==> config.mk <==
export PLATFORM = sky130hd
export DESIGN_NAME = rmask_sbox_unit
export DESIGN_NICKNAME = d
export VERILOG_FILES = /design/src/rtl/rms_pkg.sv /design/src/rtl/rms_mask_path.sv /design/src/rtl/rms_table.sv /design/src/rtl/rmask_sbox_unit.sv
export SDC_FILE = /design/constraint.sdc
export NUM_CORES = 1
export LEC_CHECK = 0
export CAP_MARGIN = 25
export CORE_MARGIN = 8
export CORE_UTILIZATION = 45
export DETAILED_ROUTE_END_ITERATION = 10
export DONT_BUFFER_PORTS = 1
export SYNTH_ARGS = -nofsm -noshare
export SYNTH_HDL_FRONTEND = slang
export SYNTH_SLANG_ARGS = --single-unit
==> constraint.sdc <==
create_clock -name clk -period 4.7 [get_ports clk]
set_input_delay 0.47 -clock clk [delete_from_list [all_inputs] [get_ports clk]]
set_output_delay 0.47 -clock clk [all_outputs]
set_load 0.005 [all_outputs]
==> src/rtl/rms_pkg.sv <==
package rms_pkg;

  localparam int unsigned NIB_W   = 4;
  localparam int unsigned NIB_N   = 1 << NIB_W;
  localparam int unsigned IDX_W   = 2 * NIB_W;
  localparam int unsigned TAB_N   = 1 << IDX_W;
  localparam int unsigned IMG_W   = TAB_N * NIB_W;

  typedef logic [NIB_W-1:0] nib_t;

  typedef enum logic {
    MODE_ROT = 1'b0,
    MODE_GEN = 1'b1
  } mask_mode_e;

  // Plain substitution, used only at elaboration to build the masked table
  // and by verification code.
  function automatic nib_t sbox_ref(input nib_t x);
    nib_t r;
    case (x)
      4'h0: r = 4'hC;  4'h1: r = 4'h5;  4'h2: r = 4'h6;  4'h3: r = 4'hB;
      4'h4: r = 4'h9;  4'h5: r = 4'h0;  4'h6: r = 4'hA;  4'h7: r = 4'hD;
      4'h8: r = 4'h3;  4'h9: r = 4'hE;  4'hA: r = 4'hF;  4'hB: r = 4'h8;
      4'hC: r = 4'h4;  4'hD: r = 4'h7;  4'hE: r = 4'h1;  default: r = 4'h2;
    endcase
    return r;
  endfunction

  // Successor of a mask in the rotation order.
  function automatic nib_t mask_next(input nib_t m);
    return nib_t'(m + nib_t'(1));
  endfunction

  // Table image: entry {a, mi} holds S(a ^ mi) ^ next(mi).
  function automatic logic [IMG_W-1:0] build_image();
    logic [IMG_W-1:0] img;
    img = '0;
    for (int a = 0; a < NIB_N; a++) begin
      for (int m = 0; m < NIB_N; m++) begin
        img[((a * NIB_N) + m) * NIB_W +: NIB_W] =
          sbox_ref(nib_t'(a) ^ nib_t'(m)) ^ mask_next(nib_t'(m));
      end
    end
    return img;
  endfunction

endpackage

==> src/rtl/rms_mask_path.sv <==
module rms_mask_path
  import rms_pkg::*;
#(
  parameter int unsigned W = NIB_W
) (
  input  logic         mode_gen,
  input  logic [W-1:0] m_in,
  input  logic [W-1:0] m_out_ext,
  output logic [W-1:0] m_out_sel,
  output logic [W-1:0] m_delta
);
  logic [W-1:0] m_rot;

  assign m_rot = W'(m_in + W'(1));

  always_comb begin
    if (mask_mode_e'(mode_gen) == MODE_GEN) begin
      m_out_sel = m_out_ext;
    end else begin
      m_out_sel = m_rot;
    end
  end

  // Difference between the mask baked into the table and the requested one.
  // Built from masks only, so it carries no data.
  assign m_delta = m_rot ^ m_out_sel;

endmodule

==> src/rtl/rms_table.sv <==
module rms_table
  import rms_pkg::*;
#(
  parameter int unsigned W = NIB_W
) (
  input  logic [W-1:0] a_masked,
  input  logic [W-1:0] m_in,
  output logic [W-1:0] t_out
);
  localparam int unsigned IW    = 2 * W;
  localparam int unsigned DEPTH = 1 << IW;
  localparam logic [IMG_W-1:0] IMAGE = build_image();

  logic [W-1:0] rom [DEPTH];
  logic [IW-1:0] idx;

  for (genvar g = 0; g < DEPTH; g++) begin : g_rom
    assign rom[g] = IMAGE[g*W +: W];
  end

  // Index is the concatenation, never the XOR, of data and mask.
  assign idx   = {a_masked, m_in};
  assign t_out = rom[idx];

endmodule

==> src/rtl/rmask_sbox_unit.sv <==
module rmask_sbox_unit
  import rms_pkg::*;
#(
  parameter int unsigned W = NIB_W
) (
  input  logic         clk,
  input  logic         rst,
  input  logic         in_valid,
  output logic         in_ready,
  input  logic         mode_gen,
  input  logic [W-1:0] a_masked,
  input  logic [W-1:0] m_in,
  input  logic [W-1:0] m_out_ext,
  output logic         out_valid,
  output logic [W-1:0] y_masked,
  output logic [W-1:0] m_out
);
  logic [W-1:0] t_val;
  logic [W-1:0] m_sel;
  logic [W-1:0] m_dlt;
  logic         accept;
  logic         rdy_q;
  logic         vld_q;
  logic [W-1:0] y_q;
  logic [W-1:0] mo_q;

  rms_table #(.W(W)) u_table (
    .a_masked (a_masked),
    .m_in     (m_in),
    .t_out    (t_val)
  );

  rms_mask_path #(.W(W)) u_mask (
    .mode_gen  (mode_gen),
    .m_in      (m_in),
    .m_out_ext (m_out_ext),
    .m_out_sel (m_sel),
    .m_delta   (m_dlt)
  );

  assign accept = in_valid && rdy_q;

  always_ff @(posedge clk) begin
    if (rst) begin
      rdy_q <= 1'b0;
      vld_q <= 1'b0;
      y_q   <= '0;
      mo_q  <= '0;
    end else begin
      rdy_q <= 1'b1;
      vld_q <= accept;
      if (accept) begin
        y_q  <= t_val ^ m_dlt;
        mo_q <= m_sel;
      end
    end
  end

  assign in_ready  = rdy_q;
  assign out_valid = vld_q;
  assign y_masked  = y_q;
  assign m_out     = mo_q;

endmodule

==> After elaboration in Yosys (flattened, before gate mapping) <==
Memories as Yosys holds them, arrays and structs flattened.
Index checks and enable logic that the tools add are counted.
{ "word_totals": {"register_bits": 10, "rom_bits": 1024, "inputBits": 16, "out_inout_bits": 10, "elab_cells": 15, "mem_count": 1} }
{ "classes": {"n_addsub": 1, "magnitude_cmp": 1, "muxes": 4, "bitwise_logic": 3, "reduce_logical": 1} }
{ "memory_table": {"columns": ["memory", "depth", "width", "read_ports", "rd_clocked_by_memory_dff", "write_ports", "line_no", "text"], "rows": [
  ["(no name shown)", 256, 4, 1, 0, 0, "rms_table.sv:23", "assign t_out = rom[idx];"]
]} }
{ "ops": {"columns": ["operator", "count"], "rows": [
  ["4-bit two-way mux", 3],
  ["9-bit >= comparator, second input constant", 1],
  ["8-bit NOT with 9-bit output", 1],
  ["4-bit bitwise XOR", 2],
  ["4-bit by 1-bit adder with 4-bit output, second input constant", 1],
  ["1-bit logical AND", 1],
  ["1-bit two-way mux", 1]
]} }

==> Depth between registers and ports, before layout <==
{ "depth": {"ltp_word": 5, "ltp_mapped": 12, "ltp_nobuf": 9} }

==> Hierarchy <==
From an unflattened synthesis, not the netlist that was laid out.
{ "unflattened": {"cells_unflattened": 285, "hier_area_um2": 2218.4} }
{ "modules_own_cells": {"columns": ["mod", "n_inst", "cells_each", "area_each_um2", "seq_area_each_um2"], "rows": [
  ["rms_table", 1, 224, 1604.0, 0.0],
  ["rmask_sbox_unit", 1, 41, 465.4, 200.2],
  ["rms_mask_path", 1, 20, 148.9, 0.0]
]} }

==> Worst setup path before layout <==
Ideal clock, no wire load.
{ "synth_timing": {"path_kind": "input -> register", "startpoint": "in m_in[0]", "endpoint": "reg y_q[3] (netlist: y_masked[3])", "setup_time_ns": 0.120, "t_arrival_ns": 2.930, "path_slack_ns": 1.651, "path_stages": 10, "n_path_buf": 3, "path_cell_list": "buf_2 buf_1 inv_1 ha_1 clkbuf_1 mux4_2 mux4_2 a32oi_1 o21ai_1 a211o_1"} }
{ "synth_via": {"elab_chain_len": 5} }
{ "synth_lines": {"columns": ["item", "line_no", "text"], "rows": [
  ["start, declared", "rmask_sbox_unit.sv:12", "input logic [W-1:0] m_in,"],
  ["8-bit NOT with 9-bit output (not written as such)", "rms_table.sv:23", null],
  ["memory 256 x 4 bit", null, null],
  ["4-bit two-way mux (not written as such) (2 in a row)", "rms_table.sv:23", null],
  ["4-bit bitwise XOR (*)", "rmask_sbox_unit.sv:53", "y_q <= t_val ^ m_dlt;"],
  ["end signal, assigned", "rmask_sbox_unit.sv:53", null],
  ["end, declared", "rmask_sbox_unit.sv:24", "logic [W-1:0] y_q;"]
]} }
Every way passes the cells marked *; elsewhere a longest branch is shown, timed or not. The select of a mux whose other input is x is not followed.
A chain may end at the register's enable or synchronous reset.

==> Worst setup path in the final report <==
{ "layout_timing": {"startpoint": "in m_in[1]", "endpoint": "reg y_q[3] (netlist: y_masked[3])"} }
Same word-level chain as after synthesis.

==> metrics.md <==
| Metric | Value |
|---|---|
| Crit Path Category | in -> reg |
| Net load switching power | 106.4 uW |
| Share of cells above drive strength 1 | 0.05200 |
| Buffers on Ports | 0 |
| GR Overflow Total | 0 |
| Reported leakage power | 0.0006869 uW |
| Part of the power in combinational logic | 0.401 |
| Crit start category | input pin |
| Final worst path period need | 2.397 ns |
| Die ar. | around 6600 um^2 |
| Core region area | slightly above 4000 um^2 |
| Root cell of the clock tree | sky130_fd_sc_hd__clkbuf_8 |
| Worst-skew pair later-pin latency | roughly 0.24 ns |
| Final worst-path cycle share | 0.5101 |
| Residual DRC count | 0 |
| FP Rows | 23 |
| Power density over the cells | around 180 nW/um^2 |
| Standard cell with the maximum stage delay on the critical path | sky130_fd_sc_hd__ha_1 |
| RSZ-0062 raised after global routing | false |
| Average instance area after synthesis | approximately 7 um^2 |
| Maximum number of pins on one net before global-route repair | 52 |
| Sort of element at the end of the critical path | flip-flop |
| Die height | between 80 and 90 um |
| Post-route ant nets | 0 |
| Number of enable flip-flop cells after synthesis | 0 |
| Seq cells post-synth | 10 |
| Transition at the pin with the smallest max-transition slack | just under 0.5 ns |
| Largest fanout of any net on the critical path | 28 |
| Initial drt markers | 196 |
| Ys flop type | sky130_fd_sc_hd__dfxtp_1 |
| Cells taking the most area after synthesis | sky130_fd_sc_hd__dfxtp_1, sky130_fd_sc_hd__mux4_2, sky130_fd_sc_hd__nand2_1 |
| Number of antenna violations at the first check in global routing | 0 |
| Maximum number of buffers from clock root to sink | 2 |
| Worst relative slew slack | 0.6775 |
| Clock transition at path regs | 0.05 ns |
| Inserted Diodes | 0 |
| Placer's final routability congestion estimate | 0.8816 |
| Count of endpoints failing hold in the final timing report | 0 |
| Clock tree from TritonCTS | done |
| Detailed-router iteration count before antenna repair | 5 |
| Setup bufs post-CTS | 0 |
| Maximum clock rate | roughly 420 MHz |
| Area growth from synthesis to layout | -1.175% |
| Routed wire length | around 5.5 mm |
| Ratio of routed vias to standard cells | between 6 and 7 |
| Count of max-cap constraint violations | 0 |
| Number of placed instances, taps included | around 300 |
| Estimated wirelength of the detail-placed design | around 3.8 mm |
| Arrival time worst endpoint | 2.52 ns |
| Hold WC Path Type | in -> reg |
| Most common cell after layout, fill and taps aside | sky130_fd_sc_hd__nand2_1 |
| Area fraction of the dominant cell type after synthesis | 0.1044 |
| Synth async-reset ratio | 0 |
| Top-level I/O count | 26 |
| Synthesized area | ~1900 um^2 |
| Clock skew after layout | roughly 0.0018 ns |
| Post-CTS sizing | 0 |
| Seq/Total Area, Yosys | 0.1044 |
| Vias after detailed routing | roughly 2000 |
| Via count of the first global-routing pass | between 1500 and 2000 |
| Critical path required time | 4.82 ns |
| Post-Syn Instances | between 200 and 300 |
| Clock network fraction of total power | 0.317 |
| Initial core utilization | 0.4724 |
| Cell type contributing the most total cell area after synthesis | sky130_fd_sc_hd__dfxtp_1 |
| Number of warnings issued by yosys | 0 |
| Cell-by-cell trace of the critical path | inv_1, ha_1, mux2_2, a221o_1, a41oi_1, o41ai_1, o21ai_1, nor2_1, a211o_1 |
| Total nets after synthesis | 301 |
| Count of nets after finishing | between 200 and 300 |
| Int Power | between 200 and 250 uW |
| Global Route Usage Sum | 0.1678 |
| Die width | approximately 81 um |
| H-tree Lvls | 1 |
| Max Transition Viols Final | 0 |
| Most frequent cells in the layout | sky130_fd_sc_hd__nand2_1, sky130_fd_sc_hd__nor2_1, sky130_fd_sc_hd__a21oi_1 |
| Clock buffer count from CTS | 3 |
| Outcome | finished clean |
| Summed negative setup slack over all endpoints | 0 ns |
| Number of buffers inserted by hold repair at cts | 0 |
| Worst stage delay on the critical path | ~0.38 ns |
| Fraction of power spent switching nets | 0.3166 |
| Maximum VDD drop | 61.14 uV |
| Filler-free cell count of the finished design | 300 |
| TritonCTS Sinks | 10 |
| Wirelength per Cell | 18.23 um |
| Setup-violating endpoint count in the final report | 0 |
| Part of the total power dissipated in sequential elements | 0.282 |
| Global-route wire length before repair | around 9.0 mm |
| Number of library cell types mapped by synthesis | 60 |
## layer usage
layer	up-vias	track usage	wire length, um
met5	-	0	0
met4	0	0.03929	52
met3	6	0.03863	603
met2	104	0.2657	2455
met1	904	0.2236	2357
li1	967	-	-
## worst paths after layout
kind	from	to	slack (ns)	cells past startpoint
hold / removal	rst	m_out[2]	0.30	1
setup / recovery	m_in[1]	y_masked[3]	2.30	9
hold reg to reg	m_out[2]	m_out[2]	0.46	2
setup reg to reg	in_ready	y_masked[1]	3.13	5
## cells in the mapped netlist (7+ instances only)
library cell and n:
sky130_fd_sc_hd__clkbuf_1 14, sky130_fd_sc_hd__ha_1 8, sky130_fd_sc_hd__dfxtp_1 10, sky130_fd_sc_hd__nor2_1 22, sky130_fd_sc_hd__inv_1 10, sky130_fd_sc_hd__nor3_1 7, sky130_fd_sc_hd__xnor2_1 9, sky130_fd_sc_hd__nor2b_1 10
sky130_fd_sc_hd__buf_2 13, sky130_fd_sc_hd__mux2i_1 8, sky130_fd_sc_hd__o21ai_0 13, sky130_fd_sc_hd__nand3_1 9, sky130_fd_sc_hd__a21oi_1 16, sky130_fd_sc_hd__nand2_1 30
## per-stage QoR
stage / instance area, um^2 / hold slack (ns) / util / setup WS, ns / total power, uW
after global placement: 1839 / 0.4580 / 0.4533 / 2.133 / 230.2
after global routing: 1894 / 0.2892 / 0.4669 / 2.128 / 358.1
after CTS: 1894 / 0.2943 / 0.4669 / 2.345 / 337.0
after floorplan: 1917 / 0.4482 / - / 1.651 / 232.1
after detailed placement: 1839 / 0.4623 / 0.4533 / 2.103 / 229.7
final: 1894 / 0.2961 / 0.4669 / 2.303 / 336.1
## power groups by stage
stage | Sequential, uW | Clock [uW] | Combinational (uW)
after floorplan | 95.4 | 0 | 137
after global placement | 96.6 | 0 | 134
after detailed placement | 96.7 | 0 | 133
after CTS | 95.1 | 108 | 134
after global routing | 95.5 | 111 | 151
final | 94.7 | 107 | 135
## area by class of cell
cell class / instances / area, um^2
fillers: 414 / 2163
multi-input cells: 225 / 1535
flip-flops and latches: 10 / 200.2
well taps: 50 / 62.56
clock buffers: 4 / 55.05
inverters: 11 / 41.29
## logic make-up after synthesis
logic type,synth area share
xor gates and xnor gates,0.06397
and+or+nand+nor,0.2552
DFF,0.1044
buffers and inverters,0.09465
adders and majority gates,0.05222
muxes,0.1123
AOI/OAI and AO/OA,0.3172
## registers in the layout, summed over array words and instances, names as in the netlist
name	count
out_valid	1
m_out	4
in_ready	1
y_masked	4
## worst max-delay path: cells and delay by family
family	cells	cell delay, ns
compound gates	5	1.12
fa+ha+maj	1	0.38
buf+inv	1	0.16
mux	1	0.32
simple gates	1	0.07
No activity file was read; power rests on OpenSTA's default activity.
